$ cat config.mk
export PLATFORM = sky130hd
export DESIGN_NAME = pq_source_bank
export DESIGN_NICKNAME = d
export VERILOG_FILES = /design/src/rtl/pq_pkg.sv /design/src/rtl/pq_src_cell.sv /design/src/rtl/pq_low_arb.sv /design/src/rtl/pq_present_reg.sv /design/src/rtl/pq_source_bank.sv
export SDC_FILE = /design/constraint.sdc
export NUM_CORES = 1
export LEC_CHECK = 0
export ABC_AREA = 0
export BUFFER_PORTS_ARGS = -buffer_cell sky130_fd_sc_hd__buf_2
export CORE_ASPECT_RATIO = 1.1
export CORE_MARGIN = 4
export CORE_UTILIZATION = 35
export DETAILED_ROUTE_END_ITERATION = 6
export PLACE_DENSITY_LB_ADDON = 0.15
export RECOVER_POWER = 50
export SLEW_MARGIN = 10
export SYNTH_ARGS = -nofsm -noshare
export SYNTH_HDL_FRONTEND = slang
export SYNTH_SLANG_ARGS = --single-unit
$ cat constraint.sdc
create_clock -name clk -period 4 [get_ports clk]
set_input_delay 1 -clock clk [delete_from_list [all_inputs] [get_ports clk]]
set_output_delay 1 -clock clk [all_outputs]
set_load 0.02 [all_outputs]
$ cat src/rtl/pq_pkg.sv
package pq_pkg;
  localparam int          PRIO_W      = 8;
  localparam logic [7:0]  PRIO_MASKED = 8'hFF;

  typedef enum logic [1:0] {
    CFG_SET    = 2'd0,
    CFG_MASK   = 2'd1,
    CFG_UNMASK = 2'd2,
    CFG_NOP    = 2'd3
  } cfg_op_e;
endpackage

$ cat src/rtl/pq_src_cell.sv
module pq_src_cell
  import pq_pkg::*;
#(
  parameter int SRV_W = 4
) (
  input  logic              clk,
  input  logic              rst,
  input  logic              trig_hit,
  input  logic              trig_level,
  input  logic              eoi_hit,
  input  logic              cfg_hit,
  input  logic [1:0]        cfg_op,
  input  logic [SRV_W-1:0]  cfg_server,
  input  logic [PRIO_W-1:0] cfg_prio,
  input  logic              cfg_level,
  input  logic              rej_hit,
  input  logic              resend_req,
  input  logic              grant,
  output logic              want_o,
  output logic [PRIO_W-1:0] prio_o,
  output logic [SRV_W-1:0]  server_o,
  output logic [1:0]        pq_o,
  output logic              mpend_o,
  output logic              resend_o
);
  logic [1:0]        pq_q, pq_trig, pq_next;
  logic [PRIO_W-1:0] prio_q, prio_next, saved_q, saved_next;
  logic [SRV_W-1:0]  server_q, server_next;
  logic              level_q, level_next;
  logic              mpend_q, mpend_next, resend_q, resend_next;
  logic              want_q, want_next;
  logic              trig_pres, new_pres, cfg_act, grant_masked, repres;
  cfg_op_e           op;

  assign op = cfg_op_e'(cfg_op);

  // coalescing state: trigger first, then end-of-interrupt
  always_comb begin
    pq_trig   = pq_q;
    trig_pres = 1'b0;
    if (trig_hit) begin
      if (level_q) begin
        if (!trig_level) begin
          pq_trig = 2'b00;
        end else if (!pq_q[0]) begin
          pq_trig   = 2'b01;
          trig_pres = 1'b1;
        end
      end else if (trig_level) begin
        pq_trig   = {pq_q[0], 1'b1};
        trig_pres = (pq_trig == 2'b01);
      end
    end
    pq_next  = pq_trig;
    new_pres = trig_pres;
    if (eoi_hit) begin
      pq_next  = {1'b0, pq_trig[1]};
      new_pres = pq_trig[1];
    end
  end

  // configuration
  always_comb begin
    prio_next   = prio_q;
    saved_next  = saved_q;
    server_next = server_q;
    level_next  = level_q;
    if (cfg_hit) begin
      case (op)
        CFG_SET: begin
          server_next = cfg_server;
          prio_next   = cfg_prio;
          saved_next  = cfg_prio;
          level_next  = cfg_level;
        end
        CFG_MASK: begin
          if (prio_q != PRIO_MASKED) saved_next = prio_q;
          prio_next = PRIO_MASKED;
        end
        CFG_UNMASK: prio_next = saved_q;
        default: ;
      endcase
    end
  end

  // flags and presentation request
  always_comb begin
    cfg_act      = cfg_hit && (op != CFG_NOP);
    grant_masked = grant && (prio_q == PRIO_MASKED);
    repres       = cfg_act && (prio_next != PRIO_MASKED) &&
                   (mpend_q || resend_q || grant_masked);
    mpend_next   = repres ? 1'b0 : (mpend_q || grant_masked);
    if (rej_hit)                  resend_next = 1'b1;
    else if (repres || resend_req) resend_next = 1'b0;
    else                          resend_next = resend_q;
    want_next = (want_q && !grant) || new_pres || repres ||
                (resend_req && resend_q);
  end

  always_ff @(posedge clk) begin
    if (rst) begin
      pq_q     <= 2'b00;
      prio_q   <= PRIO_MASKED;
      saved_q  <= PRIO_MASKED;
      server_q <= '0;
      level_q  <= 1'b0;
      mpend_q  <= 1'b0;
      resend_q <= 1'b0;
      want_q   <= 1'b0;
    end else begin
      pq_q     <= pq_next;
      prio_q   <= prio_next;
      saved_q  <= saved_next;
      server_q <= server_next;
      level_q  <= level_next;
      mpend_q  <= mpend_next;
      resend_q <= resend_next;
      want_q   <= want_next;
    end
  end

  assign want_o   = want_q;
  assign prio_o   = prio_q;
  assign server_o = server_q;
  assign pq_o     = pq_q;
  assign mpend_o  = mpend_q;
  assign resend_o = resend_q;
endmodule

$ cat src/rtl/pq_low_arb.sv
module pq_low_arb #(
  parameter int N     = 16,
  parameter int IDX_W = 4
) (
  input  logic [N-1:0]     req,
  output logic [N-1:0]     grant,
  output logic             any,
  output logic [IDX_W-1:0] idx
);
  assign grant = req & (~req + N'(1));
  assign any   = |req;

  always_comb begin
    idx = '0;
    for (int i = N - 1; i >= 0; i--) begin
      if (req[i]) idx = IDX_W'(i);
    end
  end
endmodule

$ cat src/rtl/pq_present_reg.sv
module pq_present_reg
  import pq_pkg::*;
#(
  parameter int IDX_W = 4,
  parameter int SRV_W = 4
) (
  input  logic              clk,
  input  logic              rst,
  input  logic              sel_any,
  input  logic [IDX_W-1:0]  sel_idx,
  input  logic [SRV_W-1:0]  sel_server,
  input  logic [PRIO_W-1:0] sel_prio,
  output logic              pres_valid,
  output logic [IDX_W-1:0]  pres_src,
  output logic [SRV_W-1:0]  pres_server,
  output logic [PRIO_W-1:0] pres_prio
);
  always_ff @(posedge clk) begin
    if (rst) begin
      pres_valid  <= 1'b0;
      pres_src    <= '0;
      pres_server <= '0;
      pres_prio   <= PRIO_MASKED;
    end else begin
      pres_valid  <= sel_any && (sel_prio != PRIO_MASKED);
      pres_src    <= sel_idx;
      pres_server <= sel_server;
      pres_prio   <= sel_prio;
    end
  end
endmodule

$ cat src/rtl/pq_source_bank.sv
module pq_source_bank
  import pq_pkg::*;
#(
  parameter int N     = 16,
  parameter int SRV_W = 4,
  parameter int SRC_W = $clog2(N)
) (
  input  logic              clk,
  input  logic              rst,
  input  logic              trig_valid,
  input  logic [SRC_W-1:0]  trig_src,
  input  logic              trig_level,
  input  logic              eoi_valid,
  input  logic [SRC_W-1:0]  eoi_src,
  input  logic              cfg_valid,
  input  logic [1:0]        cfg_op,
  input  logic [SRC_W-1:0]  cfg_src,
  input  logic [SRV_W-1:0]  cfg_server,
  input  logic [7:0]        cfg_prio,
  input  logic              cfg_level,
  input  logic              rej_valid,
  input  logic [SRC_W-1:0]  rej_src,
  input  logic              resend_req,
  output logic              pres_valid,
  output logic [SRC_W-1:0]  pres_src,
  output logic [SRV_W-1:0]  pres_server,
  output logic [7:0]        pres_prio
);
  logic [N-1:0]        want_vec, grant_vec, resend_vec, mpend_vec;
  logic [2*N-1:0]      pq_flat;
  logic [PRIO_W-1:0]   prio_arr   [N];
  logic [SRV_W-1:0]    server_arr [N];
  logic                sel_any;
  logic [SRC_W-1:0]    sel_idx;

  for (genvar i = 0; i < N; i++) begin : g_src
    localparam logic [SRC_W-1:0] MY_IDX = SRC_W'(i);
    pq_src_cell #(.SRV_W(SRV_W)) u_cell (
      .clk        (clk),
      .rst        (rst),
      .trig_hit   (trig_valid && (trig_src == MY_IDX)),
      .trig_level (trig_level),
      .eoi_hit    (eoi_valid && (eoi_src == MY_IDX)),
      .cfg_hit    (cfg_valid && (cfg_src == MY_IDX)),
      .cfg_op     (cfg_op),
      .cfg_server (cfg_server),
      .cfg_prio   (cfg_prio),
      .cfg_level  (cfg_level),
      .rej_hit    (rej_valid && (rej_src == MY_IDX)),
      .resend_req (resend_req),
      .grant      (grant_vec[i]),
      .want_o     (want_vec[i]),
      .prio_o     (prio_arr[i]),
      .server_o   (server_arr[i]),
      .pq_o       (pq_flat[2*i +: 2]),
      .mpend_o    (mpend_vec[i]),
      .resend_o   (resend_vec[i])
    );
  end

  pq_low_arb #(.N(N), .IDX_W(SRC_W)) u_arb (
    .req   (want_vec),
    .grant (grant_vec),
    .any   (sel_any),
    .idx   (sel_idx)
  );

  pq_present_reg #(.IDX_W(SRC_W), .SRV_W(SRV_W)) u_out (
    .clk         (clk),
    .rst         (rst),
    .sel_any     (sel_any),
    .sel_idx     (sel_idx),
    .sel_server  (server_arr[sel_idx]),
    .sel_prio    (prio_arr[sel_idx]),
    .pres_valid  (pres_valid),
    .pres_src    (pres_src),
    .pres_server (pres_server),
    .pres_prio   (pres_prio)
  );
endmodule

==> summary.md <==
| Metric | Value |
|---|---|
| Post-route insts no fill | `roughly 3,400` |
| Synth Area in Adders | `0%` |
| Max-Cap Viols | `2` |
| Syn avg cell area | `between 7 and 8 sq um` |
| Critical Path AT | `between 4000 and 5000 ps` |
| Hold Vio Cnt, Final | `0` |
| Largest family of logic cells by synthesized area | `compound AO/OA/AOI/OAI gates` |
| Post-cts resize count | `0` |
| Post-synth EDFFs | `0` |
| Worst-path clk slew | `about 60 ps` |
| CTS buffer count | `slightly above 50` |
| Rel. slew slack | `-57.5%` |
| Peak Freq | `roughly 280 MHz` |
| Clock Skews | `20.6 ps` |
| Status | `finished, violations left` |
| Critical path type | `in2reg` |
| CP Data Required Time | `4480 ps` |
| CTS sink cnt | `between 400 and 500` |
| Final WL | `approximately 81,000 microns` |
| Highest-count cells in the layout ignoring fill and taps | `a21oi_1, dfxtp_1, nand2_1` |
| Seq/Total Area, Yosys | `between 40% and 50%` |
| IO Pins | `56` |
| Post-Route Utilization | `about two fifths` |
| CTS H-tree depth | `2` |
| DRC viols | `0` |
| Drt first pass iters | `7` |
| Compound-Gate Fraction of Synth Area | `27.3%` |
| Via count | `20,206` |
| Vias in the first global route | `approximately 19,000` |
| Synth Net Count | `around 2,700` |
| Leak | `between 9 and 10 nW` |
| CP startpoint | `trig_level` |
| Simple-gate share of the synthesized area | `between 20% and 30%` |
| Critical Path Fanout Max | `49` |
| Root Driver | `clkbuf_16` |
| Buffers on Ports | `between 50 and 60` |
| Worst R2R Path Depth | `8` |
| Mux cell area share after synthesis | `under 10%` |
| Postcts setup bufs | `0` |
| Distinct cells, synth | `between 60 and 70` |
| Synth Warn # | `0` |
| Nets@finish | `2,672` |
| Placement Setup Slack | `-55.5 ps` |
| Xor and xnor area share after synthesis | `less than 1%` |
| WL/cell | `23.5 microns` |
| ANT nets after route | `0` |
| CTS tree | `yes` |
| Largest net degree at the start of global routing | `202` |
| Worst R2R Start | `g_src[2].u_cell.want_o` |
| DRT iter0 DRCs | `~1,600` |
| Tot GR Track Use | `24.6%` |
| Synth Cell Area | `roughly 21,000 sq um` |
| Row Count | `93` |
| Hold crit path type | `reg2reg` |
| Placed Instances | `about 3,300` |
| Setup ws final | `381 ps` |
| Total power | `roughly 10 mW` |
| Die Span X | `~240 microns` |
| DP Wirelength | `between 50,000 and 60,000 microns` |
| Routability cong. | `roughly 0.9` |
| Longest Clk Path Bufs | `3` |
| Setup crit end kind | `register` |
| Final Slew Violations | `252` |
| Peak supply drop | `between 300 and 400 uV` |
| Layout cells sized above 1 | `14.0%` |
| Area Growth Syn to Fin | `13.7%` |
| Most common cell after layout, fill and taps aside | `a21oi_1` |
| Global-route wire length before repair | `121,000 microns` |
| Violated checks | `max-capacitance violations, max-slew violations` |
| Ys flop type | `dfxtp_1` |
| CORE AREA | `around 58,000 sq um` |
| Initial Util | `a little over a third` |
| R2R Setup Slk | `480 ps` |
| Worst-Margin Slew | `between 2000 and 2500 ps` |
| Vias per cell | `roughly 6` |
| Final setup fails | `0` |
| CTS Hold Buffers Added | `0` |
| Post-Syn Instances | `around 2,600` |
| Initial antenna violation count | `2` |
| RSZ-0062 raised after global routing | `no` |
| TNS Setup | `0 ps` |
| Tmin final | `approximately 3600 ps` |
| Die Ht | `roughly 260 microns` |
| Global route overflow | `0` |
| Worst skew pair latency | `about 600 ps` |
| CP Launch Type | `input port` |
| R2r endpoint | `u_out.pres_valid` |
| PD cells | `around 440 nW/um^2` |
| CP Capture Point | `g_src[8].u_cell.want_o` |
| Synthesized flop and latch total | `between 400 and 500` |
| Ys async rst share | `0%` |
| Die area | `between 60,000 and 70,000 sq um` |
| Part of the cycle the worst path needs | `around nine tenths` |
==> sequential cells by signal, indices dropped and copies added, names as in the netlist <==
signal,flops
g_src.u_cell.prio_o,128
g_src.u_cell.saved_q,128
g_src.u_cell.server_o,64
g_src.u_cell.pq_o,32
g_src.u_cell.level_q,16
g_src.u_cell.mpend_o,16
g_src.u_cell.resend_o,16
g_src.u_cell.want_o,16
u_out.pres_prio,8
u_out.pres_server,4
u_out.pres_src,4
u_out.pres_valid,1
==> metrics by stage <==
| step | area [sq um] | hold WS [ps] |
|---|---|---|
| floorplan | 20600 | 453 |
| global placement | 21800 | 460 |
| detailed placement | 21800 | 466 |
| CTS | 23500 | 475 |
| global route | 23400 | 488 |
| finish | 23500 | 475 |
==> cells in the mapped netlist (5+ instances only) <==
master     instances  share of area, %
nand2b_1           7              0.21
buf_2             12              0.29
nor2b_1           26              0.79
clkbuf_1         176               3.2
o41ai_1            9              0.38
mux2i_1           62               3.0
dfxtp_1          433                42
and3_1            17              0.52
a21o_1            11              0.40
and4_1             5              0.21
o211ai_1         131               4.8
nor4_1             7              0.21
a32oi_1           14              0.59
a2bb2oi_1         47               2.0
nand4_1           65               2.0
o31ai_1           15              0.55
and2_1            11              0.33
a22oi_1           15              0.55
a21oi_1          434                11
nor3b_1            7              0.25
inv_1             52              0.95
nand3_1           45               1.1
a32o_1            15              0.73
a221oi_1          14              0.59
nor3_1            40              0.97
buf_1              7              0.13
a41oi_1            5              0.21
a211o_1           16              0.68
nand3b_1           5              0.18
a31oi_1           22              0.67
nor2_1           243               4.4
a211oi_1          16              0.58
nand2_1          348               6.3
or3_1              5              0.15
or2_2            143               4.3
o21ai_0          112               2.7
==> where the power goes <==
part | internal (mW) | switching, mW
Sequential | 4.36 | 0.0318
Clock | 2.94 | 1.95
Combinational | 0.261 | 0.686
Total | 7.56 | 2.66
==> area by class of cell <==
cell class | count | area [sq um]
clock inverters | 28 | 333
clock buffers | 66 | 1410
well taps | 760 | 951
inverters | 53 | 201
flip-flops and latches | 433 | 8670
fillers | 6086 | 35000
multi-input cells | 1964 | 11000
repair buffers | 130 | 838
diodes | 3 | 7.51
==> worst max-delay path: stages <==
cell and delay, ps:
clkbuf_1 1430, nand3b_1 530, o41ai_1 850, a221oi_1 100
a21oi_1 170
==> worst min path at each step <==
| stage | cells past startpoint | start | slack [ps] | to |
|---|---|---|---|---|
| floorplan | 2 | g_src[6].u_cell.server_o[0] | 450 | g_src[6].u_cell.server_o[0] |
| global placement | 2 | g_src[5].u_cell.server_o[0] | 460 | g_src[5].u_cell.server_o[0] |
| detailed placement | 2 | g_src[11].u_cell.server_o[2] | 470 | g_src[11].u_cell.server_o[2] |
| CTS | 2 | g_src[11].u_cell.server_o[2] | 470 | g_src[11].u_cell.server_o[2] |
| global route | 2 | g_src[10].u_cell.server_o[2] | 490 | g_src[10].u_cell.server_o[2] |
| finish | 2 | g_src[9].u_cell.server_o[0] | 480 | g_src[9].u_cell.server_o[0] |
==> kinds of logic (layout without fill, tap and decap cells) <==
kind of cell / Yosys count / count (layout)
mux: 63 / 63
buf+inv: 251 / 277
simple gates: 990 / 990
other cells: 0 / 3
xor+xnor: 2 / 2
compound gates: 909 / 909
flops: 433 / 433
==> routing by layer <==
layer	share of wire, %	vias up	global-route usage, %
li1	-	9466	-
met1	44	9803	34.1
met2	45	761	38.8
met3	6.3	176	3.25
met4	4.2	0	9.85
met5	0	-	0
No activity file was read; power rests on OpenSTA's default activity.
